**src/rtl/cwd_pkg.sv**
```systemverilog
package cwd_pkg;
  localparam int PSEL_W = 3;
  localparam int PRE_W  = 1 << PSEL_W;
  localparam int CTL_W  = PSEL_W + 4;

  typedef struct packed {
    logic              wdg_en;
    logic [PSEL_W-1:0] pre_sel;
    logic              pre_wdg;
    logic              fall_edge;
    logic              ext_src;
  } ctl_t;

  localparam ctl_t CTL_RST = '0;
endpackage

```
**src/rtl/cwd_src.sv**
```systemverilog
module cwd_src #(
  parameter int SYNC_STAGES = 2
) (
  input  logic clk,
  input  logic rst_n,
  input  logic div4,
  input  logic sleep,
  input  logic ext_sel,
  input  logic fall_sel,
  input  logic pin,
  output logic src_tick
);
  logic [1:0]             ph_q, ph_d;
  logic [SYNC_STAGES-1:0] sy_q, sy_d;
  logic                   last_q;
  logic                   itick, edge_hit, pin_s;

  generate
    if (SYNC_STAGES == 1) begin : g_sync1
      assign sy_d = pin;
    end else begin : g_syncn
      assign sy_d = {sy_q[SYNC_STAGES-2:0], pin};
    end
  endgenerate

  assign pin_s = sy_q[SYNC_STAGES-1];

  always_comb begin
    itick = !sleep && (ph_q >= (div4 ? 2'd3 : 2'd1));
    if (sleep)      ph_d = ph_q;
    else if (itick) ph_d = '0;
    else            ph_d = ph_q + 2'd1;
    edge_hit = fall_sel ? (!pin_s && last_q) : (pin_s && !last_q);
    src_tick = ext_sel ? (edge_hit && !sleep) : itick;
  end

  always_ff @(posedge clk or negedge rst_n) begin
    if (!rst_n) begin
      ph_q   <= '0;
      sy_q   <= '0;
      last_q <= 1'b0;
    end else begin
      ph_q   <= ph_d;
      sy_q   <= sy_d;
      last_q <= pin_s;
    end
  end


  itick_gap_chk: assert property (@(posedge clk) disable iff (!rst_n)
    itick |=> !itick);
endmodule

```
**src/rtl/cwd_presc.sv**
```systemverilog
module cwd_presc #(
  parameter int SEL_W = 3
) (
  input  logic             clk,
  input  logic             rst_n,
  input  logic             src,
  input  logic             clr,
  input  logic [SEL_W-1:0] sel,
  output logic             tap
);
  localparam int CW = 1 << SEL_W;

  logic [CW-1:0] cnt_q, cnt_d, mask;

  generate
    for (genvar i = 0; i < CW; i++) begin : g_mask
      assign mask[i] = (sel >= (SEL_W)'(i));
    end
  endgenerate

  always_comb begin
    tap = src && ((cnt_q & mask) == mask);
    if (clr)      cnt_d = '0;
    else if (src) cnt_d = cnt_q + 1'b1;
    else          cnt_d = cnt_q;
  end

  always_ff @(posedge clk or negedge rst_n) begin
    if (!rst_n) cnt_q <= '0;
    else        cnt_q <= cnt_d;
  end


  clr_no_tap_chk: assert property (@(posedge clk) disable iff (!rst_n)
    clr |=> !tap);
endmodule

```
**src/rtl/cwd_tmr.sv**
```systemverilog
module cwd_tmr #(
  parameter int W = 8
) (
  input  logic         clk,
  input  logic         rst_n,
  input  logic         wr,
  input  logic [W-1:0] wr_data,
  input  logic         inc,
  input  logic         irq_clr,
  output logic [W-1:0] cnt_q,
  output logic         irq_q
);
  logic [W-1:0] cnt_d;
  logic         irq_d, ovf;

  always_comb begin
    ovf = inc && !wr && (&cnt_q);
    if (wr)       cnt_d = wr_data;
    else if (inc) cnt_d = cnt_q + 1'b1;
    else          cnt_d = cnt_q;
    if (ovf)          irq_d = 1'b1;
    else if (irq_clr) irq_d = 1'b0;
    else              irq_d = irq_q;
  end

  always_ff @(posedge clk or negedge rst_n) begin
    if (!rst_n) begin
      cnt_q <= '0;
      irq_q <= 1'b0;
    end else begin
      cnt_q <= cnt_d;
      irq_q <= irq_d;
    end
  end


  load_val_chk: assert property (@(posedge clk) disable iff (!rst_n)
    wr |=> cnt_q == $past(wr_data));

  wrap_irq_chk: assert property (@(posedge clk) disable iff (!rst_n)
    (cnt_q == '0 && $past(&cnt_q) && !$past(wr)) |-> irq_q);
endmodule

```
**src/rtl/cwd_wdg.sv**
```systemverilog
module cwd_wdg #(
  parameter int W = 8
) (
  input  logic clk,
  input  logic rst_n,
  input  logic en,
  input  logic inc,
  input  logic clr,
  output logic rst_q
);
  logic [W-1:0] cnt_q, cnt_d;
  logic         fire;

  always_comb begin
    fire = en && !clr && inc && (&cnt_q);
    if (!en || clr) cnt_d = '0;
    else if (inc)   cnt_d = cnt_q + 1'b1;
    else            cnt_d = cnt_q;
  end

  always_ff @(posedge clk or negedge rst_n) begin
    if (!rst_n) begin
      cnt_q <= '0;
      rst_q <= 1'b0;
    end else begin
      cnt_q <= cnt_d;
      rst_q <= fire;
    end
  end


  pulse_width_chk: assert property (@(posedge clk) disable iff (!rst_n)
    rst_q |=> !rst_q);

  off_quiet_chk: assert property (@(posedge clk) disable iff (!rst_n)
    !en |=> !rst_q);

  clr_quiet_chk: assert property (@(posedge clk) disable iff (!rst_n)
    clr |=> !rst_q);
endmodule

```
**src/rtl/cwd_top.sv**
```systemverilog
module cwd_top
  import cwd_pkg::*;
#(
  parameter int TMR_W       = 8,
  parameter int WDG_W       = 8,
  parameter int SYNC_STAGES = 2
) (
  input  logic             clk,
  input  logic             rst_n,
  input  logic             cfg_div4,
  input  logic             ctl_wr,
  input  logic [CTL_W-1:0] ctl_wdata,
  input  logic             cnt_wr,
  input  logic [TMR_W-1:0] cnt_wdata,
  output logic [TMR_W-1:0] cnt_q,
  input  logic             ext_pin,
  input  logic             irq_clr,
  output logic             irq_flag,
  input  logic             wdg_tick,
  input  logic             wdg_clr,
  input  logic             sleep,
  output logic             wdg_rst
);
  logic [1:0] rs_q;
  logic       rst_i;
  ctl_t       ctl_q, ctl_d;
  logic       tmr_src, pre_src, pre_clr, pre_tap, tmr_inc, wdg_inc;

  always_ff @(posedge clk or negedge rst_n) begin
    if (!rst_n) rs_q <= '0;
    else        rs_q <= {rs_q[0], 1'b1};
  end
  assign rst_i = rs_q[1];

  always_comb begin
    ctl_d   = ctl_wr ? ctl_t'(ctl_wdata) : ctl_q;
    pre_src = ctl_q.pre_wdg ? wdg_tick : tmr_src;
    pre_clr = cnt_wr || wdg_clr;
    tmr_inc = ctl_q.pre_wdg ? tmr_src  : pre_tap;
    wdg_inc = ctl_q.pre_wdg ? pre_tap  : wdg_tick;
  end

  always_ff @(posedge clk or negedge rst_i) begin
    if (!rst_i) ctl_q <= CTL_RST;
    else        ctl_q <= ctl_d;
  end

  cwd_src #(.SYNC_STAGES(SYNC_STAGES)) u_src (
    .clk(clk), .rst_n(rst_i), .div4(cfg_div4), .sleep(sleep),
    .ext_sel(ctl_q.ext_src), .fall_sel(ctl_q.fall_edge), .pin(ext_pin),
    .src_tick(tmr_src)
  );

  cwd_presc #(.SEL_W(PSEL_W)) u_presc (
    .clk(clk), .rst_n(rst_i), .src(pre_src), .clr(pre_clr),
    .sel(ctl_q.pre_sel), .tap(pre_tap)
  );

  cwd_tmr #(.W(TMR_W)) u_tmr (
    .clk(clk), .rst_n(rst_i), .wr(cnt_wr), .wr_data(cnt_wdata),
    .inc(tmr_inc), .irq_clr(irq_clr), .cnt_q(cnt_q), .irq_q(irq_flag)
  );

  cwd_wdg #(.W(WDG_W)) u_wdg (
    .clk(clk), .rst_n(rst_i), .en(ctl_q.wdg_en), .inc(wdg_inc),
    .clr(wdg_clr), .rst_q(wdg_rst)
  );


  sleep_hold_chk: assert property (@(posedge clk) disable iff (!rst_i)
    (sleep && !cnt_wr) |=> $stable(cnt_q));
endmodule

```
**config.mk**
```make
export PLATFORM = sky130hd
export DESIGN_NAME = cwd_top
export DESIGN_NICKNAME = d
export VERILOG_FILES = /design/src/rtl/cwd_pkg.sv /design/src/rtl/cwd_src.sv /design/src/rtl/cwd_presc.sv /design/src/rtl/cwd_tmr.sv /design/src/rtl/cwd_wdg.sv /design/src/rtl/cwd_top.sv
export SDC_FILE = /design/constraint.sdc
export NUM_CORES = 1
export LEC_CHECK = 0
export BUFFER_PORTS_ARGS = -buffer_cell sky130_fd_sc_hd__buf_2
export CAP_MARGIN = 10
export CORE_UTILIZATION = 40
export DETAILED_ROUTE_END_ITERATION = 7
export PLACE_DENSITY = 0.56
export RECOVER_POWER = 100
export SLEW_MARGIN = 15
export SYNTH_ARGS = -nofsm -noshare
export SYNTH_HDL_FRONTEND = slang
export SYNTH_SLANG_ARGS = --single-unit
```
**constraint.sdc**
```tcl
create_clock -name clk -period 1.6 [get_ports clk]
set_clock_uncertainty 0.2 [all_clocks]
set_input_delay 0.4 -clock clk [delete_from_list [all_inputs] [get_ports clk]]
set_output_delay 0.4 -clock clk [all_outputs]
set_load 0.02 [all_outputs]
```
* After elaboration in Yosys (flattened, before gate mapping) *
Cells that the tools add are included.
W data, S select, Z words.

operators by class
  equality and inequality tests = 1
  mux-type cells = 15
  add/sub/neg operators = 4
  $lt $le $gt $ge = 9
  bitwise logic cells = 1
  reductions and logical operators = 24

operators with widths
  kind                   number
  $mux W8                6
  $add A8 B1 Y8 const B  3
  $reduce_and A8 Y1      2
  $ge A3 B3 Y1 const B   4
  $logic_and A1 B1 Y1    10
  $and A8 B8 Y8          1
  $eq A8 B8 Y1           1
  $reduce_bool A2 Y1     4
  $mux W1                7
  $ge A3 B1 Y1 const B   2
  $ge A3 B2 Y1 const B   2
  $logic_not A1 Y1       6
  $mux W2                2
  $add A2 B1 Y2 const B  1
  $ge A2 B2 Y1           1
  $logic_or A1 B1 Y1     2

word-level totals
  input port bits = 25
  output and inout port bits = 10
  register bits = 40

* Depth between registers and ports, before layout *
Gate-level depths: netlist (run 1).

  depth in word-level cells = 11
  mapped depth = 8

* By module *
From an unflattened synthesis (run 1), not the netlist that was laid out.

second synthesis, totals
  cells, all modules = 183
  area total of the unflattened synthesis = 1981.9 um^2

by module, submodules not included
  module     sequential area each (um^2)  area each (um^2)  times used  cells an instance
  cwd_tmr    225.2                        488.0             1           53
  cwd_presc  200.2                        457.9             1           50
  cwd_wdg    225.2                        429.2             1           41
  cwd_top    225.2                        385.4             1           22
  cwd_src    125.1                        221.5             1           17

* Worst setup path after synthesis (run 1) *
OpenSTA, ideal clock, no wires.

  path kind = reg-to-reg
  from = reg u_src.last_q
  to = reg u_tmr.cnt_q[1]
  required time = 1.275 ns
  buffers on the path = 0
  cell stages (with the launch flop) = 6
  path slack = -0.704 ns
  data arrival time = 1.980 ns
  library setup time = 0.125 ns
  cell sequence = dfrtp_1 or3b_1 a311oi_2 a21boi_2 mux2_1 mux2_2

between the ends
  cells in the longest elaborated chain, start to end = 9
  elaborated cells between the ends (all ways) = 10
  those cells by class = mux (4); reduce/logical (6)

RTL lines
  item                            RTL line         RTL
  from (decl)                     cwd_src.sv:15    logic last_q;
  from (signal assigned)          cwd_src.sv:45    last_q <= pin_s;
  $logic_not A1 Y1                cwd_src.sv:33    edge_hit = fall_sel ? (!pin_s && last_q) : (pin_s && !last_q);
  $logic_and A1 B1 Y1             cwd_src.sv:33
  $mux W1 *                       cwd_src.sv:33
  $logic_and A1 B1 Y1 *           cwd_src.sv:34    src_tick = ext_sel ? (edge_hit && !sleep) : itick;
  $mux W1 *                       cwd_src.sv:34
  $mux W1                         cwd_top.sv:37    pre_src = ctl_q.pre_wdg ? wdg_tick : tmr_src;
  $logic_and A1 B1 Y1             cwd_presc.sv:22  tap = src && ((cnt_q & mask) == mask);
  $mux W1 *                       cwd_top.sv:39    tmr_inc = ctl_q.pre_wdg ? tmr_src : pre_tap;
  $reduce_bool A2 Y1 (no line) *  --
  to (signal assigned)            cwd_tmr.sv:31    cnt_q <= cnt_d;
  to (decl)                       cwd_tmr.sv:10    output logic [W-1:0] cnt_q,

Every way passes the cells marked *; elsewhere a longest branch is shown, timed or not.
A chain may end at the register's enable or synchronous reset.

* Worst setup path after layout (run 1) *
Ends and elaborated chain as after synthesis.

==> run summary, run 1 <==
Die Height = 72.5 µm
fin worst setup slack = -584 ps
Area growth syn-to-layout = 42.4%
EDFF count, synth = 0
simple logic cell fraction of the synthesized area = 18.8%
CP Class = reg -> reg
CTS tree = done
Final nets = 299
FMAX = 458 MHz
routability cong. = 0.821
Max Cap Viol = 0
Critical Path AT = 2160 ps
Num CTS Buffers = 5
Max clock buf depth = 2
Synth async-reset ratio = 100%
Switch Pwr = 0.000692 W
Reg2Reg Depth = 5
routed len/inst = 13.7 µm
Core Rows = 25
crit path max fanout = 2
yosys warns = 0
largest net degree at the start of global routing = 26
x dimension of the die = 72.5 µm
1st-pass router iterations = 4
Reg2Reg Setup Slack = -580 ps
FF/Latch Area = 1000 µm²
unrepaired setup endpoints after global routing = true
Post-Route WL = 4600 µm
Cells after Synth = 190
vias in the first global route = 1805
area occupied by multi-input gates = 1100 µm²
vias per cell = 5.08
Die Footprint = 5250 µm²
compound-gate portion of the synthesized area = 12.8%
CTS root buffer = clkbuf_8
leakage = 1.28 nW
switching part of the total = 27.9%
failing checks = setup timing
total grt overflow = 0
XOR/XNOR Fraction of Synth Area = 5.73%
Initial Utilization = 41.8%
post-synthesis mux area share = 7.62%
adder-cell share of the synthesized area = 2.52%
Sequential Power Share = 46.6%
Combinational Power Share = 24.5%
synthesized area per cell = 10.5 µm²
Vias = 1712
core area = 4750 µm²
initial antenna violation count = 0
clk sinks = 40
Worst setup EP type = flop
Worst Path Required = 1570 ps
gr usage total = 19.8%
r2r endpoint = u_tmr.cnt_q[1]
pwr/cell area = 876 nW/µm²
hold path depth = 3
worst hold path class = in -> reg
Detailed Place HPWL = 3390 µm
Worst setup SP type = flop
Seq/Total Area, Yosys = 50.4%
Fin Setup TNS = -11690 ps
status = finished, violations left
io pins = 35
Final Power = 0.00248 W
worst hold start = ctl_wdata[3]
final worst-path cycle share = 136%
# DRC = 0
count of different cell masters after synthesis = 44
fraction of layout instances using a drive strength above 1 = 43.0%
main flop type after synthesis = dfrtp_1
Non-Filler Instances = 337
Synth Cell Area = 1990 µm²
# setup viols final = 26
# port buffers = 34
Slew headroom = 54.5%
Pint = 0.00178 W
Slew @ Worst Pin = 683 ps
CTS H-Tree Depth = 2
Routed Antenna Nets = 0
peak supply drop = 0.614 mV
Final Hold Viols = 0
Fillers = 435
largest family of logic cells by synthesized area = simple AND/OR/NAND/NOR gates
clock network power share = 28.9%
Post-Synthesis Net Count = 219
drt initial violations = 41
r2r startpoint = u_src.last_q
first-pass GRT wire length = 7870 µm
placed cells = 319
worst hold endpoint = ctl_q[3]
final max-slew violation count = 0
antenna diode count = 0
crit path time final = 2180 ps
post-synthesis register bit count = 40
Reg clk slew, reported paths = 80 ps
Clock Latency Late Sink = 290 ps
layout by cell type (no fill, tap or decap), types with 3 or more instances in the layout:
cell	netlist	layout
o21ai_1	0	5
dfrtp_1	40	38
a211oi_2	0	3
clkbuf_1	3	6
nand2b_1	5	5
mux2i_1	5	5
xnor2_1	7	4
nand2_2	0	4
inv_1	6	5
xor2_1	6	6
nor2b_1	5	4
buf_2	0	24
nand2_1	19	15
a21oi_4	0	3
buf_4	0	27
clkbuf_2	0	6
nor2_1	19	18
xnor2_2	0	3
mux2_2	8	7
and3_1	5	4
nand4_1	8	8
clkbuf_8	0	7
buf_6	0	10
ha_1	4	3
nand3_1	4	3
cell usage after synthesis (2+ instances only):
library cell / count / share of area, %
nor2b_1: 5 / 1.6
nand2_1: 19 / 3.6
nand4_1: 8 / 2.5
nor3_1: 3 / 0.76
mux2i_1: 5 / 2.5
nor2_1: 19 / 3.6
xnor2_1: 7 / 3.1
clkbuf_1: 3 / 0.57
a22oi_1: 2 / 0.76
o21ai_0: 7 / 1.8
nand2b_1: 5 / 1.6
a21oi_1: 6 / 1.5
dfrtp_1: 40 / 50
a211oi_1: 3 / 1.1
a41o_1: 2 / 1.0
inv_1: 6 / 1.1
mux2_2: 8 / 4.5
and3_1: 5 / 1.6
xor2_1: 6 / 2.6
nand3_1: 4 / 1.0
ha_1: 4 / 2.5
per-stage QoR:
stage | hold WS (ps) | cell area [µm²] | worst slack (ps) | utilization (%)
2_1_floorplan | -95.6 | 2050 | -608 | -
3_3_place_gp | -16.1 | 2530 | -611 | 53.3
3_5_place_dp | -13.5 | 2530 | -650 | 53.3
4_1_cts | 5.41 | 2740 | -594 | 57.6
5_1_grt | 130 | 2830 | -655 | 59.5
6_report | 116 | 2830 | -584 | 59.5
per-layer routing:
layer	global-route usage (%)	share of wire, %
met1	21.7	41
met2	36.8	54
met3	4.31	2.9
met4	8.28	1.6
met5	0	0
worst max-delay path: stages (launching register included):
cell and delay [ps]:
dfrtp_1 380, or3b_1 390, a311oi_2 280, a21boi_4 260, mux2_4 320, mux2_2 260
power groups by stage:
stage               clock network, W  registers (W)  logic, W
floorplan                          0        0.00121  0.000256
global placement                   0        0.00116  0.000502
detailed placement                 0        0.00117  0.000530
CTS                         0.000742        0.00115  0.000560
global route                0.000786        0.00116  0.000669
finish                      0.000716        0.00115  0.000607
sequential cells by signal (all words and copies together) (netlist names):
| register | cells |
|---|---|
| ctl_q | 7 |
| u_tmr.irq_q | 1 |
| u_src.sy_q | 2 |
| u_wdg.rst_q | 1 |
| u_tmr.cnt_q | 8 |
| rs_q | 2 |
| u_src.ph_q | 2 |
| u_src.last_q | 1 |
| u_presc.cnt_q | 8 |
| u_wdg.cnt_q | 8 |
final cells by class:
cell class | instances | area share (%)
clock buffers | 7 | 3.41
multi-input cells | 140 | 39.0
flip-flops and latches | 40 | 35.5
repair buffers | 77 | 18.4
inverters | 6 | 0.796
well taps | 67 | 2.96
worst max-delay path by stage:
stage	startpoint	endpoint	slack (ps)	depth (start not counted)
after global placement	cfg_div4	u_tmr.cnt_q[1]	-610	8
after CTS	u_presc.cnt_q[1]	u_tmr.cnt_q[5]	-590	7
after detailed placement	cfg_div4	u_tmr.cnt_q[1]	-650	8
after global routing	u_src.last_q	u_tmr.cnt_q[7]	-650	7
final	u_src.last_q	u_tmr.cnt_q[1]	-580	5
after floorplan	u_src.last_q	u_tmr.cnt_q[1]	-610	5
cell families (layout without fill, tap and decap cells):
group | after synthesis | in the layout
AOI/OAI and AO/OA | 33 | 33
xor gates and xnor gates | 13 | 13
adders and majority gates | 4 | 4
buffers and inverters | 10 | 90
DFF | 40 | 40
muxes | 14 | 14
other | 1 | 1
and+or+nand+nor | 75 | 75
what timing repair did:
item / 4_1_cts / 5_1_grt
pin swaps: 20 / 15
endpoints found under the hold margin: 2 / 1
setup buffers: 4 / 5
endpoints found under the setup margin: 26 / 28
hold buffers: 1 / 1
resized for setup: 21 / 18
Note: power is estimated with default switching activity, not from simulation.
==> run 2, diff against run 1 <==
CAP_MARGIN = 20   (was 10)
TNS_END_PERCENT = 50   (was default)
==> run summary, run 2 (synthesis gave the netlist of run 1 again) <==
fin worst setup slack = -559 ps (+25.0 ps)
Reg2Reg Setup Slack = -560 ps (+30 ps)
Final Hold Viols = 0 (unchanged)
CP Class = reg -> reg
commonest cells after routing, fill and taps aside = dfrtp_1 (39), buf_2 (24), buf_4 (24)
Reg clk slew, reported paths = 80 ps (about the same)
Reg2Reg Depth = 7 (+2)
crit path max fanout = 3 (+1)
DP Area = 2450 µm² (-3.1%)
FMAX = 463 MHz (+1.2%)
Final Util = 56.2% (-3.3 points)
clk sinks = 40 (unchanged)
fraction of layout instances using a drive strength above 1 = 37.8% (-5.1 points)
Core Rows = 25 (unchanged)
largest net degree at the start of global routing = 21 (-19%)
Num CTS Buffers = 5 (unchanged)
r2r endpoint = u_tmr.cnt_q[5]
peak supply drop = 0.394 mV (-36%)
first-pass GRT wire length = 7720 µm (-1.9%)
gr usage total = 19.2% (-0.57 points)
unrepaired setup endpoints after global routing = true
Initial Utilization = 41.8% (unchanged)
Area growth syn-to-layout = 34.4%
leakage = 1.22 nW (-5.2%)
CP startpoint = u_presc.cnt_q[1]
x dimension of the die = 72.5 µm (unchanged)
Slew @ Worst Pin = 524 ps (-159 ps)
core area = 4750 µm² (unchanged)
routability cong. = 0.825 (+0.50%)
Critical Path AT = 2130 ps (-30 ps)
r2r startpoint = u_presc.cnt_q[1]
1st-pass router iterations = 4 (unchanged)
vias in the first global route = 1745 (-3.3%)
failing checks = setup timing
Detailed Place HPWL = 3370 µm (-0.71%)
Die Height = 72.5 µm (unchanged)
# DRC = 0 (unchanged)
final max-slew violation count = 0 (unchanged)
Critical Path Sink = u_tmr.cnt_q[5]
status = finished, violations left
Slew headroom = 65.0% (+11 points)
routed len/inst = 14.1 µm (+3.4%)
# setup viols final = 26 (unchanged)
Largest regs = u_presc.cnt_q x8, u_tmr.cnt_q x8, u_wdg.cnt_q x8
Routed Antenna Nets = 0 (unchanged)
Post-Route WL = 4600 µm (about the same)
antenna diode count = 0 (unchanged)
Die Footprint = 5250 µm² (unchanged)
drt initial violations = 94 (+130%)
Worst setup SP type = flop
Vias = 1735 (+1.3%)
Worst setup EP type = flop
CTS tree = done
commonest non-fill, non-tap cell in the layout = dfrtp_1
Clock Latency Late Sink = 280 ps (about the same)
total grt overflow = 0 (unchanged)
final worst-path cycle share = 135% (-1.6 points)
initial antenna violation count = 0 (unchanged)
CTS H-Tree Depth = 2 (unchanged)
worst hold path class = reg -> async
CTS root buffer = clkbuf_8
crit path time final = 2160 ps (-25.0 ps)
pre-CTS WS = -624 ps (+26.1 ps)
pwr/cell area = 868 nW/µm² (-0.91%)
io pins = 35 (unchanged)
Worst Path Required = 1570 ps (about the same)
# port buffers = 34 (unchanged)
Max clock buf depth = 2 (unchanged)
final instance area = 2670 µm² (-5.6%)
Max Cap Viol = 0 (unchanged)
vias per cell = 5.32 (+4.8%)
Final nets = 288 (-3.7%)
-- run 2: changes by cell type in the layout (fill, tap and decap cells not counted), moves of 2 or more --
cell,delta
buf_6,-5
nand2_1,+3
clkbuf_8,-2
o21ai_0,+3
o21ai_1,-3
buf_4,-3
nand2_2,-3
-- run 2: through the flow --
stage	setup TNS [ps]	total power, W	std cells	hold WS [ps]
after global routing	-13750	0.00245	326	135
after CTS	-11650	0.00232	324	7.59
after global placement	-12430	0.00164	312	-13.6
final	-11040	0.00232	326	95.1
after floorplan	-8090	0.00146	190	-95.6
after detailed placement	-13370	0.00166	312	-11.0
-- run 2: cell type report --
cell class | count | area [µm²]
clock buffer | 6 | 72.6
clock inverter | 1 | 5.00
fill | 450 | 2080
inverter | 6 | 22.5
multi-input combinational | 140 | 1060
sequential | 40 | 1000
tap | 67 | 83.8
timing repair buffer | 66 | 425
-- run 2: routing by layer --
layer  GRT usage [%]  wire (µm)
met1            23.3       2080
met2            34.0       2310
met3            4.44        174
met4            5.88         38
met5               0          0
-- run 2: what timing repair did --
item	4_1_cts	5_1_grt
hold buffers	1	1
pin swaps	14	12
setup endpoints to repair	26	28
buffers inserted	4	1
hold endpoints to repair	2	1
resized for setup	14	12
-- run 2: worst min-delay path by stage --
| stage | end | slack [ps] | startpoint | cells past startpoint |
|---|---|---|---|---|
| after detailed placement | rs_q[0] | -10 | rst_n | 1 |
| after floorplan | rs_q[0] | -100 | rst_n | 0 |
| after CTS | u_src.sy_q[0] | 8 | ext_pin | 1 |
| after global placement | rs_q[0] | -10 | rst_n | 1 |
| after global routing | ctl_q[0] | 140 | ctl_wdata[0] | 2 |
| final | u_wdg.cnt_q[5] | 100 | rs_q[1] | 1 |
-- run 2: where the power goes --
part / leakage, nW / switching (W) / internal (W) / total, W
Sequential: 0.510 / 0.0000710 / 0.00108 / 0.00115
Combinational: 0.665 / 0.000266 / 0.000275 / 0.000540
Clock: 0.0410 / 0.000327 / 0.000296 / 0.000623
-- run 2: worst max-delay path, stage by stage (launching register included) --
cell      delay [ps]
dfrtp_1          390
nor2b_1          130
a311o_1          330
a211oi_4         300
a21boi_4         100
buf_6            120
and4_1           170
a221o_1          280
